**src/rtl/bpd_pkg.sv**
```systemverilog
// Shared types for the bipolar line decoder.
// One bpd_slot_t travels down the decode delay line per received bit.
package bpd_pkg;

    typedef struct packed {
        logic raw_p;   // positive rail as received
        logic raw_n;   // negative rail as received
        logic mark;    // decoded data bit after substitution removal
        logic viol;    // pulse had the same polarity as the pulse before it
        logic err;     // bit carries an error to report
    } bpd_slot_t;

    localparam int unsigned E1_ZLIM = 4;  // zero-run limit in E1 modes
    localparam int unsigned T1_ZLIM = 8;  // zero-run limit in T1 modes

endpackage

```
**src/rtl/bpd_classify.sv**
```systemverilog
// Per-bit line classifier.
// Looks at the incoming rails and at the pulse history, and reports for the
// current bit: pulse present, bipolar violation, HDB3 code violation,
// excessive-zero event and dual-rail fault.
// Assumes: one bit per rising clk edge; both rails high counts as positive.
module bpd_classify #(
    parameter int ZW = 4
) (
    input  logic clk,
    input  logic rst_n,
    input  logic pos_in,
    input  logic neg_in,
    input  logic t1_mode,
    input  logic sub_off,
    output logic c_pulse,
    output logic c_viol,
    output logic c_cv,
    output logic c_exz,
    output logic c_dual
);
    import bpd_pkg::*;

    logic          last_pol;
    logic          seen_pulse;
    logic          last_vpol;
    logic          seen_viol;
    logic [ZW-1:0] zrun;
    logic [ZW-1:0] zlim;
    logic          pol;

    // Classify the current bit against the stored history.
    always_comb begin
        zlim    = t1_mode ? ZW'(T1_ZLIM) : ZW'(E1_ZLIM);
        pol     = pos_in;
        c_pulse = pos_in | neg_in;
        c_dual  = pos_in & neg_in;
        c_viol  = c_pulse && seen_pulse && (pol == last_pol);
        c_cv    = c_viol && !t1_mode && !sub_off && seen_viol && (pol == last_vpol);
        c_exz   = !c_pulse && (zrun == zlim - ZW'(1));
    end

    // Track the last pulse polarity, the last violation polarity and the zero run.
    always_ff @(posedge clk) begin
        if (!rst_n) begin
            last_pol   <= 1'b0;
            seen_pulse <= 1'b0;
            last_vpol  <= 1'b0;
            seen_viol  <= 1'b0;
            zrun       <= '0;
        end else if (c_pulse) begin
            last_pol   <= pol;
            seen_pulse <= 1'b1;
            zrun       <= '0;
            if (c_viol) begin
                last_vpol <= pol;
                seen_viol <= 1'b1;
            end
        end else if (zrun < zlim) begin
            zrun <= zrun + ZW'(1);
        end
    end

    AST_EXZ_AFTER_ZERO: assert property (@(posedge clk) disable iff (!rst_n) c_exz |-> ($past(pos_in) == 1'b0 && $past(neg_in) == 1'b0));

endmodule

```
**src/rtl/bpd_window.sv**
```systemverilog
// Substitution window and delay line.
// Holds the last DEPTH classified bits. It removes HDB3 substitutions as the
// violation arrives, and removes B8ZS substitutions when the closing pulse
// arrives. Errors travel with each bit and are cleared when the bit is absorbed.
// Assumes DEPTH >= 7 so that a whole B8ZS pattern fits inside the line.
module bpd_window #(
    parameter int DEPTH = 8
) (
    input  logic                clk,
    input  logic                rst_n,
    input  logic                t1_mode,
    input  logic                sub_off,
    input  logic                pos_in,
    input  logic                neg_in,
    input  logic                c_pulse,
    input  logic                c_viol,
    input  logic                c_cv,
    input  logic                c_exz,
    input  logic                c_dual,
    output bpd_pkg::bpd_slot_t  tail
);
    import bpd_pkg::*;

    localparam int B8_SPAN = 7;

    bpd_slot_t [DEPTH-1:0] d_q;
    bpd_slot_t [DEPTH-1:0] mod;
    bpd_slot_t             head;
    logic hdb3_on, b8zs_on, h_abs, b_hit, gap_ok;

    function automatic logic anyp(input bpd_slot_t s);
        return s.raw_p | s.raw_n;
    endfunction

    // Check that the three oldest pattern slots are empty.
    always_comb begin
        gap_ok = 1'b1;
        for (int i = 4; i < B8_SPAN; i++) begin
            if (anyp(d_q[i])) gap_ok = 1'b0;
        end
    end

    // Recognise the substitution patterns that end with the current bit.
    always_comb begin
        hdb3_on = !t1_mode && !sub_off;
        b8zs_on = t1_mode && !sub_off;
        h_abs   = hdb3_on && c_viol && !anyp(d_q[0]) && !anyp(d_q[1]);
        b_hit   = b8zs_on && c_pulse && !c_viol && d_q[0].viol && !anyp(d_q[1])
                  && anyp(d_q[2]) && !d_q[2].viol && d_q[3].viol && gap_ok;
    end

    // Build the new slot and clear the absorbed pulses already in the line.
    always_comb begin
        head.raw_p = pos_in;
        head.raw_n = neg_in;
        head.mark  = c_pulse && !h_abs && !b_hit;
        head.viol  = c_viol;
        head.err   = !b_hit && ((c_viol && !h_abs) || c_cv || c_exz || c_dual);
        mod = d_q;
        if (h_abs) mod[2].mark = 1'b0;
        if (b_hit) begin
            mod[0].mark = 1'b0; mod[0].err = 1'b0; mod[0].viol = 1'b0;
            mod[2].mark = 1'b0; mod[2].err = 1'b0;
            mod[3].mark = 1'b0; mod[3].err = 1'b0; mod[3].viol = 1'b0;
        end
    end

    // Shift the delay line by one bit.
    always_ff @(posedge clk) begin
        if (!rst_n) d_q <= '0;
        else        d_q <= {mod[DEPTH-2:0], head};
    end

    assign tail = d_q[DEPTH-1];

    AST_HDB3_ABSORB_CLEAN: assert property (@(posedge clk) disable iff (!rst_n) (h_abs && !c_cv && !c_dual) |=> (!d_q[0].mark && !d_q[0].err));
    AST_B8ZS_ZEROED: assert property (@(posedge clk) disable iff (!rst_n) b_hit |=> (!d_q[0].mark && !d_q[1].mark && !d_q[3].mark && !d_q[4].mark && !d_q[1].err && !d_q[3].err && !d_q[4].err));
    AST_AMI_VIOL_FLAGGED: assert property (@(posedge clk) disable iff (!rst_n) (sub_off && c_viol) |=> d_q[0].err);

endmodule

```
**src/rtl/bpd_outstage.sv**
```systemverilog
// Output stage.
// Chooses NRZ data plus error, or the raw rails. Registers the result on both
// clock edges and presents the copy picked by fall_edge.
// Assumes fall_edge changes only while the line is idle or in reset.
module bpd_outstage (
    input  logic clk,
    input  logic rst_n,
    input  logic nrz_mode,
    input  logic fall_edge,
    input  logic t_raw_p,
    input  logic t_raw_n,
    input  logic t_mark,
    input  logic t_err,
    output logic pos_out,
    output logic neg_out
);
    logic sel_p, sel_n;
    logic rise_p, rise_n, fall_p, fall_n;

    // Pick the output pair for the current mode.
    always_comb begin
        sel_p = nrz_mode ? t_mark : t_raw_p;
        sel_n = nrz_mode ? t_err  : t_raw_n;
    end

    // Rising-edge output copy.
    always_ff @(posedge clk) begin
        if (!rst_n) begin
            rise_p <= 1'b0;
            rise_n <= 1'b0;
        end else begin
            rise_p <= sel_p;
            rise_n <= sel_n;
        end
    end

    // Falling-edge output copy.
    always_ff @(negedge clk) begin
        if (!rst_n) begin
            fall_p <= 1'b0;
            fall_n <= 1'b0;
        end else begin
            fall_p <= sel_p;
            fall_n <= sel_n;
        end
    end

    assign pos_out = fall_edge ? fall_p : rise_p;
    assign neg_out = fall_edge ? fall_n : rise_n;

    AST_BIPOLAR_RAW: assert property (@(posedge clk) disable iff (!rst_n) ($past(rst_n) && !$past(nrz_mode)) |-> (rise_p == $past(t_raw_p) && rise_n == $past(t_raw_n)));

endmodule

```
**src/rtl/bpd_line_decoder.sv**
```systemverilog
// Dual-standard bipolar line decoder, top level.
// Connects the classifier, the substitution window and the output stage.
// The total delay is DEPTH bit periods, plus the output register.
// Assumes one received bit per rising edge of clk.
module bpd_line_decoder #(
    parameter int DEPTH = 8,
    parameter int ZW    = 4
) (
    input  logic clk,
    input  logic rst_n,
    input  logic pos_in,
    input  logic neg_in,
    input  logic t1_mode,
    input  logic sub_off,
    input  logic nrz_mode,
    input  logic fall_edge,
    output logic pos_out,
    output logic neg_out
);
    import bpd_pkg::*;

    logic c_pulse, c_viol, c_cv, c_exz, c_dual;
    bpd_slot_t tail;

    bpd_classify #(.ZW(ZW)) u_cls (
        .clk(clk), .rst_n(rst_n), .pos_in(pos_in), .neg_in(neg_in),
        .t1_mode(t1_mode), .sub_off(sub_off),
        .c_pulse(c_pulse), .c_viol(c_viol), .c_cv(c_cv), .c_exz(c_exz), .c_dual(c_dual)
    );

    bpd_window #(.DEPTH(DEPTH)) u_win (
        .clk(clk), .rst_n(rst_n), .t1_mode(t1_mode), .sub_off(sub_off),
        .pos_in(pos_in), .neg_in(neg_in),
        .c_pulse(c_pulse), .c_viol(c_viol), .c_cv(c_cv), .c_exz(c_exz), .c_dual(c_dual),
        .tail(tail)
    );

    bpd_outstage u_out (
        .clk(clk), .rst_n(rst_n), .nrz_mode(nrz_mode), .fall_edge(fall_edge),
        .t_raw_p(tail.raw_p), .t_raw_n(tail.raw_n), .t_mark(tail.mark), .t_err(tail.err),
        .pos_out(pos_out), .neg_out(neg_out)
    );

endmodule

```
**config.mk**
```make
export PLATFORM = sky130hd
export DESIGN_NAME = bpd_line_decoder
export DESIGN_NICKNAME = d
export VERILOG_FILES = /design/src/rtl/bpd_pkg.sv /design/src/rtl/bpd_classify.sv /design/src/rtl/bpd_window.sv /design/src/rtl/bpd_outstage.sv /design/src/rtl/bpd_line_decoder.sv
export SDC_FILE = /design/constraint.sdc
export NUM_CORES = 1
export LEC_CHECK = 0
export ABC_AREA = 1
export BUFFER_PORTS_ARGS = -buffer_cell sky130_fd_sc_hd__buf_2
export CORE_UTILIZATION = 30
export CTS_BUF_LIST = sky130_fd_sc_hd__clkbuf_16
export DETAILED_ROUTE_END_ITERATION = 12
export GPL_TIMING_DRIVEN = 0
export HOLD_SLACK_MARGIN = 0.08
export PLACE_DENSITY_LB_ADDON = 0.3
export SYNTH_ARGS = -nofsm -noshare
export SYNTH_HDL_FRONTEND = slang
export SYNTH_HIERARCHICAL = 1
export SYNTH_SLANG_ARGS = --single-unit
```
**constraint.sdc**
```tcl
create_clock -name clk -period 1.49 [get_ports clk]
set_input_delay 0.3725 -clock clk [delete_from_list [all_inputs] [get_ports clk]]
set_output_delay 0.3725 -clock clk [all_outputs]
set_load 0.01 [all_outputs]
```
==> summary.md <==
| Metric | Value |
|---|---|
| WP buf/inv | `1` |
| Critical path capture point type | `output pin` |
| Syn Nets | `237` |
| Met2 GRT Util | `0.151` |
| Sequential Area | `961 µm²` |
| Max FO, Critical Path | `1` |
| H-tree depth | `2` |
| Setup TNS | `-1.01 ns` |
| Global route hottest layer | `met2` |
| RSZ-0062 raised after global routing | `yes` |
| 1st-iter DRT viols | `24` |
| Crit-path slowest cell | `dfxtp_1` |
| Std cell rows | `27` |
| Overflow after GRT | `0` |
| DR WL/cell | `7.86 µm` |
| Multi-input logic area | `531 µm²` |
| Clock power share | `0.496` |
| Met3 global-route usage | `0.0314` |
| Setup ws final | `-0.505 ns` |
| Comb power frac | `0.045` |
| Core area | `0.00557 mm²` |
| Nets | `254` |
| IO Pins | `10` |
| CP max stage delay | `0.30 ns` |
| Tot GR Track Use | `0.0940` |
| Pleak | `1.12 nW` |
| Final core occ | `0.376` |
| Crit path from | `u_out/fall_n` |
| RR Startpoint | `u_win/tail[0]` |
| Pre-Repair DR Iteration Count | `4` |
| Failing checks | `negative setup slack` |
| Initial Util | `0.315` |
| Synthesized area per cell | `7.76 µm²` |
| Gp weighted congestion | `0.691` |
| WP data arrival | `1.62 ns` |
| Switching share of total power | `0.194` |
| Clk_lat worst skew | `0.35 ns` |
| Hold_sp | `neg_in` |
| Endpoints failing hold | `0` |
| Syn Inst Count | `226` |
| Largest net degree at the start of global routing | `16` |
| Crit Path Category | `reg2out` |
| CTS Hold Bufs | `0` |
| Pwr dens | `1380 mW/mm²` |
| Drt via density | `3.85` |
| Worst path cell trace | `nand2_1, o21ai_2, buf_2` |
| Slew @ Worst Pin | `0.280 ns` |
| Synth-to-Final Area Change | `19.4%` |
| Slew headroom | `0.813` |
| Pins over their slew limit | `0` |
| Detailed Route WL | `2.48 mm` |
| Total power | `2.90 mW` |
| Share of post-route cells with drive strength above 1 | `0.143` |
| Die Ht | `78.5 µm` |
| PortBufs | `9` |
| Die X | `78.5 µm` |
| Power Internal | `2.34 mW` |
| CTS Buf Count | `5` |
| Number of remaining DRC errors | `0` |
| Crit path max-delay family | `flip-flops` |
| Status | `complete, but fails checks` |
| Placed wire-length estimate | `1.79 mm` |
| Clk buf depth | `2` |
| Initial antenna violation count | `0` |
| Fillers | `584` |
| Max-Cap Viols | `0` |
| N_diodes | `0` |
| Clock transition at path regs | `0.06 ns` |
| Hold Path Class | `in2reg` |
| Post-synthesis cell area | `0.00175 mm²` |
| Final setup vio count | `2` |
| Hold slack | `0.336 ns` |
| Worst vdd ir | `710 µV` |
| CTS tree | `done` |
| Clock skew | `0.0695 ns` |
| Antenna Violating Nets Remaining | `0` |
| NetSw | `0.562 mW` |
| Vias in the first global route | `1064` |
| Root Buffer Master | `clkbuf_16` |
| Crit path launch type | `flop` |
| # clock sinks | `48` |
| Critical path data required time | `1.12 ns` |
| Synth warn | `6` |
| Postcts setup bufs | `0` |
| Grt met1 use | `0.102` |
| Total number of vias | `1218` |
| First-pass GRT wire length | `4.33 mm` |
| Die ar. | `0.00616 mm²` |
| Sequential Power Share | `0.460` |
==> metal layers <==
metal  vias up  part of all wire
met5         -                 0
met4         0             0.031
met3         7             0.031
met2        14              0.45
met1       525              0.49
li1        672                 -
==> layout by cell type (no fill, tap or decap), types with 3 or more instances in the layout <==
| master | count |
|---|---|
| buf_2 | 12 |
| a21oi_1 | 6 |
| nor2_1 | 26 |
| inv_1 | 60 |
| buf_4 | 4 |
| nand2_1 | 56 |
| dfxtp_1 | 48 |
| ha_1 | 3 |
| clkbuf_16 | 5 |
| a21oi_2 | 3 |
==> worst register-to-register path: cells and delay by family, from the launching register on <==
kind / cells / cell delay [ns]
buf+inv: 2 / 0.12
flops: 1 / 0.31
simple gates: 3 / 0.20
==> timing repair <==
action,in CTS,in global routing
gates resized for setup,0,2
endpoints found under the hold margin,0,0
pin swaps,0,0
setup endpoints to repair,2,3
==> cell type report <==
class                      count  area share
clock buffer                   5      0.0597
sequential                    48       0.459
buffer                         7      0.0215
clock inverter                 5      0.0364
inverter                      59       0.106
multi-input combinational    111       0.253
timing repair buffer           9      0.0215
tap                           72      0.0430
==> per-stage QoR <==
stage               instance area [µm²]  cells  worst slack, ns
floorplan                          1760    226          -0.0306
CTS                                2090    316           -0.518
global route                       2090    316           -0.572
detailed placement                 1900    307           -0.146
finish                             2090    316           -0.505
global placement                   1900    307           -0.139
==> path summary, 6_finish.rpt <==
kind	endpoint	slack, ns	cells past startpoint
worst max register to register	u_out/fall_n	0.11	5
worst min-delay path	u_win/d_q[3]	0.34	3
worst min register to register	u_win/d_q[27]	0.41	2
worst max-delay path	neg_out	-0.50	3
==> power groups by stage <==
| stage | sequential, mW | combinational [mW] | clock, mW |
|---|---|---|---|
| after global routing | 1.33 | 0.152 | 1.54 |
| after global placement | 1.36 | 0.129 | 0.0126 |
| after floorplan | 1.36 | 0.0900 | 0.0126 |
| after CTS | 1.33 | 0.131 | 1.49 |
| final | 1.33 | 0.129 | 1.44 |
| after detailed placement | 1.36 | 0.131 | 0.0126 |
==> registers in the layout (all words and copies together) (netlist names) <==
| signal | flops |
|---|---|
| u_win/d_q | 32 |
| u_out/fall_p | 1 |
| u_cls/last_vpol | 1 |
| u_out/rise_p | 1 |
| u_cls/seen_viol | 1 |
| u_cls/seen_pulse | 1 |
| u_out/fall_n | 1 |
| u_win/tail | 4 |
| u_cls/zrun | 4 |
| u_out/rise_n | 1 |
| u_cls/last_pol | 1 |
No activity file was read; power rests on OpenSTA's default activity.
